### src/rtl/pix_demux_pkg.sv
package pix_demux_pkg;
  typedef struct packed {
    logic muxMode;
    logic portSel;
    logic clk2x;
  } pd_cfg_t;

  typedef struct packed {
    logic capHi;
    logic emitPair;
    logic emitFall;
    logic emitWide;
  } pd_strobe_t;
endpackage

### src/rtl/pix_demux_ctrl.sv
module pix_demux_ctrl
  import pix_demux_pkg::*;
#(
  parameter int CNT_W = 11
) (
  input  logic             clk,
  input  logic             rstN,
  input  pd_cfg_t          cfgIn,
  input  logic             syncMaster,
  input  logic [CNT_W-1:0] hTotal,
  input  logic [CNT_W-1:0] vTotal,
  input  logic [CNT_W-1:0] hsWidth,
  input  logic [CNT_W-1:0] vsWidth,
  input  logic             vsIn,
  output pd_cfg_t          actCfg,
  output logic             cfgLoad,
  output pd_strobe_t       strobe,
  output logic             pixEn,
  output logic             hsOut,
  output logic             vsOut,
  output logic             syncOe
);
  logic             phase;
  logic             loaded;
  logic             vsInD;
  logic [CNT_W-1:0] hCnt;
  logic [CNT_W-1:0] vCnt;
  logic             lineEnd;
  logic             frameEnd;
  logic             vsFall;

  assign pixEn    = actCfg.clk2x ? phase : 1'b1;
  assign lineEnd  = (hCnt == hTotal - 1'b1);
  assign frameEnd = pixEn && lineEnd && (vCnt == vTotal - 1'b1);
  assign vsFall   = vsInD && !vsIn;
  assign cfgLoad  = !loaded || (syncMaster ? frameEnd : vsFall);

  always_comb begin
    strobe = '0;
    if (actCfg.muxMode) begin
      if (actCfg.clk2x) begin
        strobe.capHi    = !phase;
        strobe.emitPair = phase;
      end else begin
        strobe.emitFall = 1'b1;
      end
    end else begin
      strobe.emitWide = pixEn;
    end
  end

  always_ff @(posedge clk) begin
    if (!rstN) begin
      actCfg <= '0;
      loaded <= 1'b0;
      phase  <= 1'b0;
      vsInD  <= 1'b1;
    end else begin
      vsInD <= vsIn;
      if (cfgLoad) begin
        actCfg <= cfgIn;
        loaded <= 1'b1;
        phase  <= 1'b0;
      end else if (actCfg.clk2x) begin
        phase <= ~phase;
      end else begin
        phase <= 1'b0;
      end
    end
  end

  always_ff @(posedge clk) begin
    if (!rstN || !syncMaster) begin
      hCnt <= '0;
      vCnt <= '0;
    end else if (pixEn) begin
      if (lineEnd) begin
        hCnt <= '0;
        vCnt <= (vCnt == vTotal - 1'b1) ? '0 : vCnt + 1'b1;
      end else begin
        hCnt <= hCnt + 1'b1;
      end
    end
  end

  assign syncOe = syncMaster;
  assign hsOut  = syncMaster ? (hCnt >= hsWidth) : 1'b1;
  assign vsOut  = syncMaster ? (vCnt >= vsWidth) : 1'b1;
endmodule

### src/rtl/pix_demux_dp.sv
module pix_demux_dp
  import pix_demux_pkg::*;
#(
  parameter int HALF_W = 12,
  localparam int PIX_W = 2 * HALF_W
) (
  input  logic              clk,
  input  logic              rstN,
  input  pd_strobe_t        strobe,
  input  logic              portSel,
  input  logic [HALF_W-1:0] portA,
  input  logic [HALF_W-1:0] portB,
  input  logic [HALF_W-1:0] fallHalf,
  output logic [PIX_W-1:0]  pixOut,
  output logic              pixValid
);
  logic [HALF_W-1:0] selHalf;
  logic [HALF_W-1:0] hiReg;

  assign selHalf = portSel ? portB : portA;

  always_ff @(posedge clk) begin
    if (!rstN) begin
      hiReg    <= '0;
      pixOut   <= '0;
      pixValid <= 1'b0;
    end else begin
      pixValid <= strobe.emitPair | strobe.emitFall | strobe.emitWide;
      if (strobe.capHi)    hiReg  <= selHalf;
      if (strobe.emitPair) pixOut <= {hiReg, selHalf};
      if (strobe.emitFall) pixOut <= {selHalf, fallHalf};
      if (strobe.emitWide) pixOut <= {portA, portB};
    end
  end
endmodule

### src/rtl/pix_demux.sv
module pix_demux
  import pix_demux_pkg::*;
#(
  parameter int HALF_W = 12,
  parameter int CNT_W  = 11,
  localparam int PIX_W = 2 * HALF_W
) (
  input  logic              clk,
  input  logic              rstN,
  input  logic              cfgMuxMode,
  input  logic              cfgPortSel,
  input  logic              cfgClk2x,
  input  logic              cfgSyncMaster,
  input  logic [CNT_W-1:0]  cfgHTotal,
  input  logic [CNT_W-1:0]  cfgVTotal,
  input  logic [CNT_W-1:0]  cfgHsWidth,
  input  logic [CNT_W-1:0]  cfgVsWidth,
  input  logic [HALF_W-1:0] portA,
  input  logic [HALF_W-1:0] portB,
  input  logic [HALF_W-1:0] fallHalf,
  input  logic              vsIn,
  output logic [PIX_W-1:0]  pixOut,
  output logic              pixValid,
  output logic              pixRefEn,
  output logic              hsOut,
  output logic              vsOut,
  output logic              syncOe
);
  pd_cfg_t    cfgIn;
  pd_cfg_t    actCfg;
  pd_strobe_t strobe;
  logic       cfgLoad;

  assign cfgIn = '{muxMode: cfgMuxMode, portSel: cfgPortSel, clk2x: cfgClk2x};

  pix_demux_ctrl #(.CNT_W(CNT_W)) u_ctrl (
    .clk(clk), .rstN(rstN), .cfgIn(cfgIn), .syncMaster(cfgSyncMaster),
    .hTotal(cfgHTotal), .vTotal(cfgVTotal), .hsWidth(cfgHsWidth),
    .vsWidth(cfgVsWidth), .vsIn(vsIn), .actCfg(actCfg), .cfgLoad(cfgLoad),
    .strobe(strobe), .pixEn(pixRefEn), .hsOut(hsOut), .vsOut(vsOut),
    .syncOe(syncOe)
  );

  pix_demux_dp #(.HALF_W(HALF_W)) u_dp (
    .clk(clk), .rstN(rstN), .strobe(strobe), .portSel(actCfg.portSel),
    .portA(portA), .portB(portB), .fallHalf(fallHalf),
    .pixOut(pixOut), .pixValid(pixValid)
  );
endmodule

### config.mk
export PLATFORM = sky130hd
export DESIGN_NAME = pix_demux
export DESIGN_NICKNAME = d
export VERILOG_FILES = /design/src/rtl/pix_demux_pkg.sv /design/src/rtl/pix_demux_ctrl.sv /design/src/rtl/pix_demux_dp.sv /design/src/rtl/pix_demux.sv
export SDC_FILE = /design/constraint.sdc
export NUM_CORES = 1
export LEC_CHECK = 0
export ABC_AREA = 1
export BUFFER_PORTS_ARGS = -buffer_cell sky130_fd_sc_hd__buf_2
export CORE_UTILIZATION = 43
export CTS_CLUSTER_DIAMETER = 100
export DETAILED_ROUTE_END_ITERATION = 16
export PLACE_DENSITY = 0.68
export SLEW_MARGIN = 20
export SYNTH_ARGS = -nofsm -noshare
export SYNTH_HDL_FRONTEND = slang
export SYNTH_SLANG_ARGS = --single-unit
### constraint.sdc
create_clock -name clk -period 1.9 [get_ports clk]
set_clock_uncertainty 0.2 [all_clocks]
set_input_delay 0.19 -clock clk [delete_from_list [all_inputs] [get_ports clk]]
set_output_delay 0.19 -clock clk [all_outputs]
set_load 0.005 [all_outputs]
==> Implementation_results.wiki <==
{| class="wikitable"
! Metric !! Value
|-
| Count of boundary I/O pins || 116
|-
| Share of power burned in registers || 0.418
|-
| Area of all placed cells without fillers || 6640 um^2
|-
| Most used DFF post-synth || dfxtp_1
|-
| Initial antenna violation count || 0
|-
| Setup slack of the critical path after layout || -0.281 ns
|-
| Cell type contributing the most total cell area after synthesis || dfxtp_1
|-
| Fin crit period || 2.18 ns
|-
| Class of the worst hold path || in2reg
|-
| Pin count of the biggest net entering global routing || 55
|-
| Die Ht || 104 um
|-
| Total grt overflow || 0
|-
| Most frequent standard cell in the layout excluding fill and tap cells || nand2_1
|-
| Layout overhead on the synthesized area || 47.6%
|-
| Syn. warnings || 0
|-
| TritonCTS Buffers || 9
|-
| Post-detailed-routing wire length || around 14,000 um
|-
| Failing checks || negative setup slack
|-
| Crit. End Element || primary output
|-
| Post-synthesis instance total || 678
|-
| Hold violation count in the final report || 0
|-
| Post-Synthesis Net Count || 791
|-
| Power dissipated by switching net loads || 1050 uW
|-
| Part of the power in the clock network || 0.331
|-
| Final setup viols || 22
|-
| Initial Utilization || 0.452
|-
| Stage delay of the slowest cell on the critical path || 0.41 ns
|-
| Horizontal extent of the die || 104 um
|-
| Fraction of layout instances using a drive strength above 1 || 0.349
|-
| RSZ-0062 raised after global routing || true
|-
| Post-detailed-placement cell area || 5660 um^2
|-
| Number of enable-type register cells in the synthesized netlist || 0
|-
| DR iter-0 viols || 182
|-
| Share of synthesized registers carrying an async set or reset || 0
|-
| Count of cell types in the netlist || 41
|-
| Post-route insts no fill || 1,026
|-
| First-pass GRT wire length || 22,200 um
|-
| Cells after DPL || ~970
|-
| Filler cell count in the final layout || 845
|-
| Crit path max fanout || 3
|-
| Diode insertion count for antenna repair || 0
|-
| Largest vdd supply drop || 0.000416 V
|-
| Clk Tree Root Cell || clkbuf_8
|-
| Avg Vias per Cell || 5.18
|-
| Static leakage || 0.00312 uW
|-
| Avg Inst Size Synth || approximately 6.6 um^2
|-
| Clock input transition at the sequential cells of the worst setup and hold paths || 0.07 ns
|-
| Worst path required time || between 1.5 and 2 ns
|-
| H-Tree Depth || 3
|-
| First drt pass iteration count || 6
|-
| WP data arrival || 1.79 ns
|-
| Insertion delay to the later sink of the worst-skew pair || 0.34 ns
|-
| Comb pwr share || 0.251
|-
| Number of cell rows || 36
|-
| Total power per unit cell area || 533 nW/um^2
|-
| Worst setup slack for register-to-register paths || -0.19 ns
|-
| Cell with the biggest individual delay on the critical path || dfxtp_1
|-
| Fin util || 0.667
|-
| Total die area || 10,900 um^2
|-
| Placeable core region || 9950 um^2
|-
| FMAX || roughly 460 MHz
|-
| Final net count || 1,001
|-
| Crit share post-route || 1.15
|-
| Global router's overall resource usage || 0.247
|-
| Post-DRT Antenna Nets || 0
|-
| Most frequent cells in the layout || 134 x nand2_1, 115 x buf_2, 74 x inv_1, 69 x buf_4, 64 x nor2_1
|-
| Final routed DRC violation total || 0
|-
| Wire per inst || between 10 and 15 um
|-
| TritonCTS clock tree || yes
|-
| Number of port buffers || 115
|-
| Area fraction of the dominant cell type after synthesis || 0.289
|-
| # Max-Cap Violations || 0
|-
| Leading cell types by total area after synthesis || dfxtp_1 29%, nand2_1 12%, ha_1 7.2%, inv_1 6.8%, nor2_1 6.5%
|-
| Max Slew Vio Count || 0
|-
| Worst Setup Start Kind || flop
|-
| Number of flip-flops and latches in the synthesized netlist || 65
|-
| Clk sinks || 65
|-
| Via count of the first global-routing pass || 5,077
|-
| RePlAce Congestion || around 0.87
|-
| Synth Cell Area || 4500 um^2
|-
| Register area share after synthesis || 0.289
|-
| Worst-case clock buffer depth || 2
|-
| DPL Wire Length || 9550 um
|-
| Vias || 5,310
|-
| Outcome || finished, violations left
|-
| Internal cell power || 2490 uW
|-
| Class of the most critical setup path || reg2out
|-
| Ordered list of cells on the worst path || ha_1 -> nand2_1 -> inv_1 -> a221oi_2 -> o21ai_1 -> a21boi_1 -> o21bai_1 -> buf_2
|-
| Net switching fraction of the power || 0.297
|-
| Slew @ Worst Pin || roughly 0.8 ns
|-
| Relative slew slack || 0.465
|}
[routing by layer]
layer / track usage / part of all wire / vias to the layer above
met5: 0 / 0 / -
met1: 0.292 / 0.42 / 2448
met3: 0.0576 / 0.063 / 26
met4: 0.0837 / 0.020 / 0
li1: - / - / 2643
met2: 0.435 / 0.50 / 193
[final timing paths]
| check | end | cells after the start | startpoint |
|---|---|---|---|
| min | u_dp.pixOut[5]$_SDFFE_PN0P_ | 5 | fallHalf[5] |
| max reg2reg | u_ctrl.actCfg[2]$_SDFFE_PN0P_ | 10 | u_ctrl.hCnt[8]$_SDFFE_PP0P_ |
| min reg2reg | u_dp.hiReg[11]$_SDFFE_PN0P_ | 2 | u_dp.hiReg[11]$_SDFFE_PN0P_ |
| max | vsOut | 8 | u_ctrl.vCnt[3]$_SDFFE_PP0P_ |
[per-stage QoR]
| step | TNS (ns) | power, uW | hold slack, ns | setup WS [ns] |
|---|---|---|---|---|
| 6_report | -2.63 | 3530 | 0.0430 | -0.281 |
| 5_1_grt | -6.03 | 3720 | 0.0665 | -0.393 |
| 4_1_cts | -0.869 | 3500 | 0.0247 | -0.376 |
| 3_5_place_dp | -5.59 | 2280 | 0.220 | -0.309 |
| 3_3_place_gp | -4.51 | 2260 | 0.217 | -0.259 |
| 2_1_floorplan | 0 | 1930 | 0.0966 | 0.0134 |
[timing repair]
action | in CTS | in global routing
gates cloned | 0 | 1
pin swaps | 16 | 47
setup buffers | 6 | 6
resized for setup | 31 | 78
hold buffers | 31 | 0
endpoints found under the hold margin | 27 | 0
setup endpoints to repair | 12 | 29
[Yosys cell counts, types with 8 or more instances]
master,n
nand2_1,145
inv_1,81
nor2_1,78
dfxtp_1,65
o21ai_0,58
a21oi_1,46
nand3_1,28
ha_1,26
xor2_1,24
clkbuf_1,21
a31oi_1,20
xnor2_1,15
nand4_1,8
[logic make-up (layout without fill, tap and decap cells)]
group	count (synthesis)	count (layout)	share of synthesized area
XOR/XNOR	39	39	0.0760
buffers and inverters	109	324	0.0935
adder cells (fa/ha/maj)	26	26	0.0724
AO/OA/AOI/OAI	145	145	0.182
AND/OR/NAND/NOR	294	294	0.287
flip-flops	65	65	0.289
[power by group through the flow]
stage | registers [uW] | logic (uW) | clock network (uW)
floorplan | 1510 | 415 | 0
global placement | 1510 | 753 | 0
detailed placement | 1510 | 767 | 0
CTS | 1480 | 836 | 1190
global route | 1480 | 982 | 1260
finish | 1480 | 886 | 1170
[layout make-up]
cell class / count / area, um^2 / area share
multi-input cells: 504 / 3120 / 0.470
clock inverters: 3 / 40.0 / 0.00603
clock buffers: 13 / 149 / 0.0224
flip-flops and latches: 65 / 1320 / 0.200
repair buffers: 225 / 1530 / 0.230
well taps: 133 / 166 / 0.0251
inverters: 83 / 314 / 0.0473
[state kept, by name (all words and copies together), names as in the netlist]
signal         flops
u_dp.pixValid      1
u_ctrl.vsInD       1
u_dp.pixOut       24
u_dp.hiReg        12
u_ctrl.vCnt       11
u_ctrl.phase       1
u_ctrl.actCfg      3
u_ctrl.hCnt       11
u_ctrl.loaded      1
[worst max-delay path: cells and delay by family, from the launching register on]
kind                     cells  cell delay, ns
AO/OA/AOI/OAI                4            0.54
flip-flops                   1            0.41
adder cells (fa/ha/maj)      1            0.26
buffers and inverters        2            0.19
AND/OR/NAND/NOR              1            0.06
No activity file was read; power rests on OpenSTA's default activity.
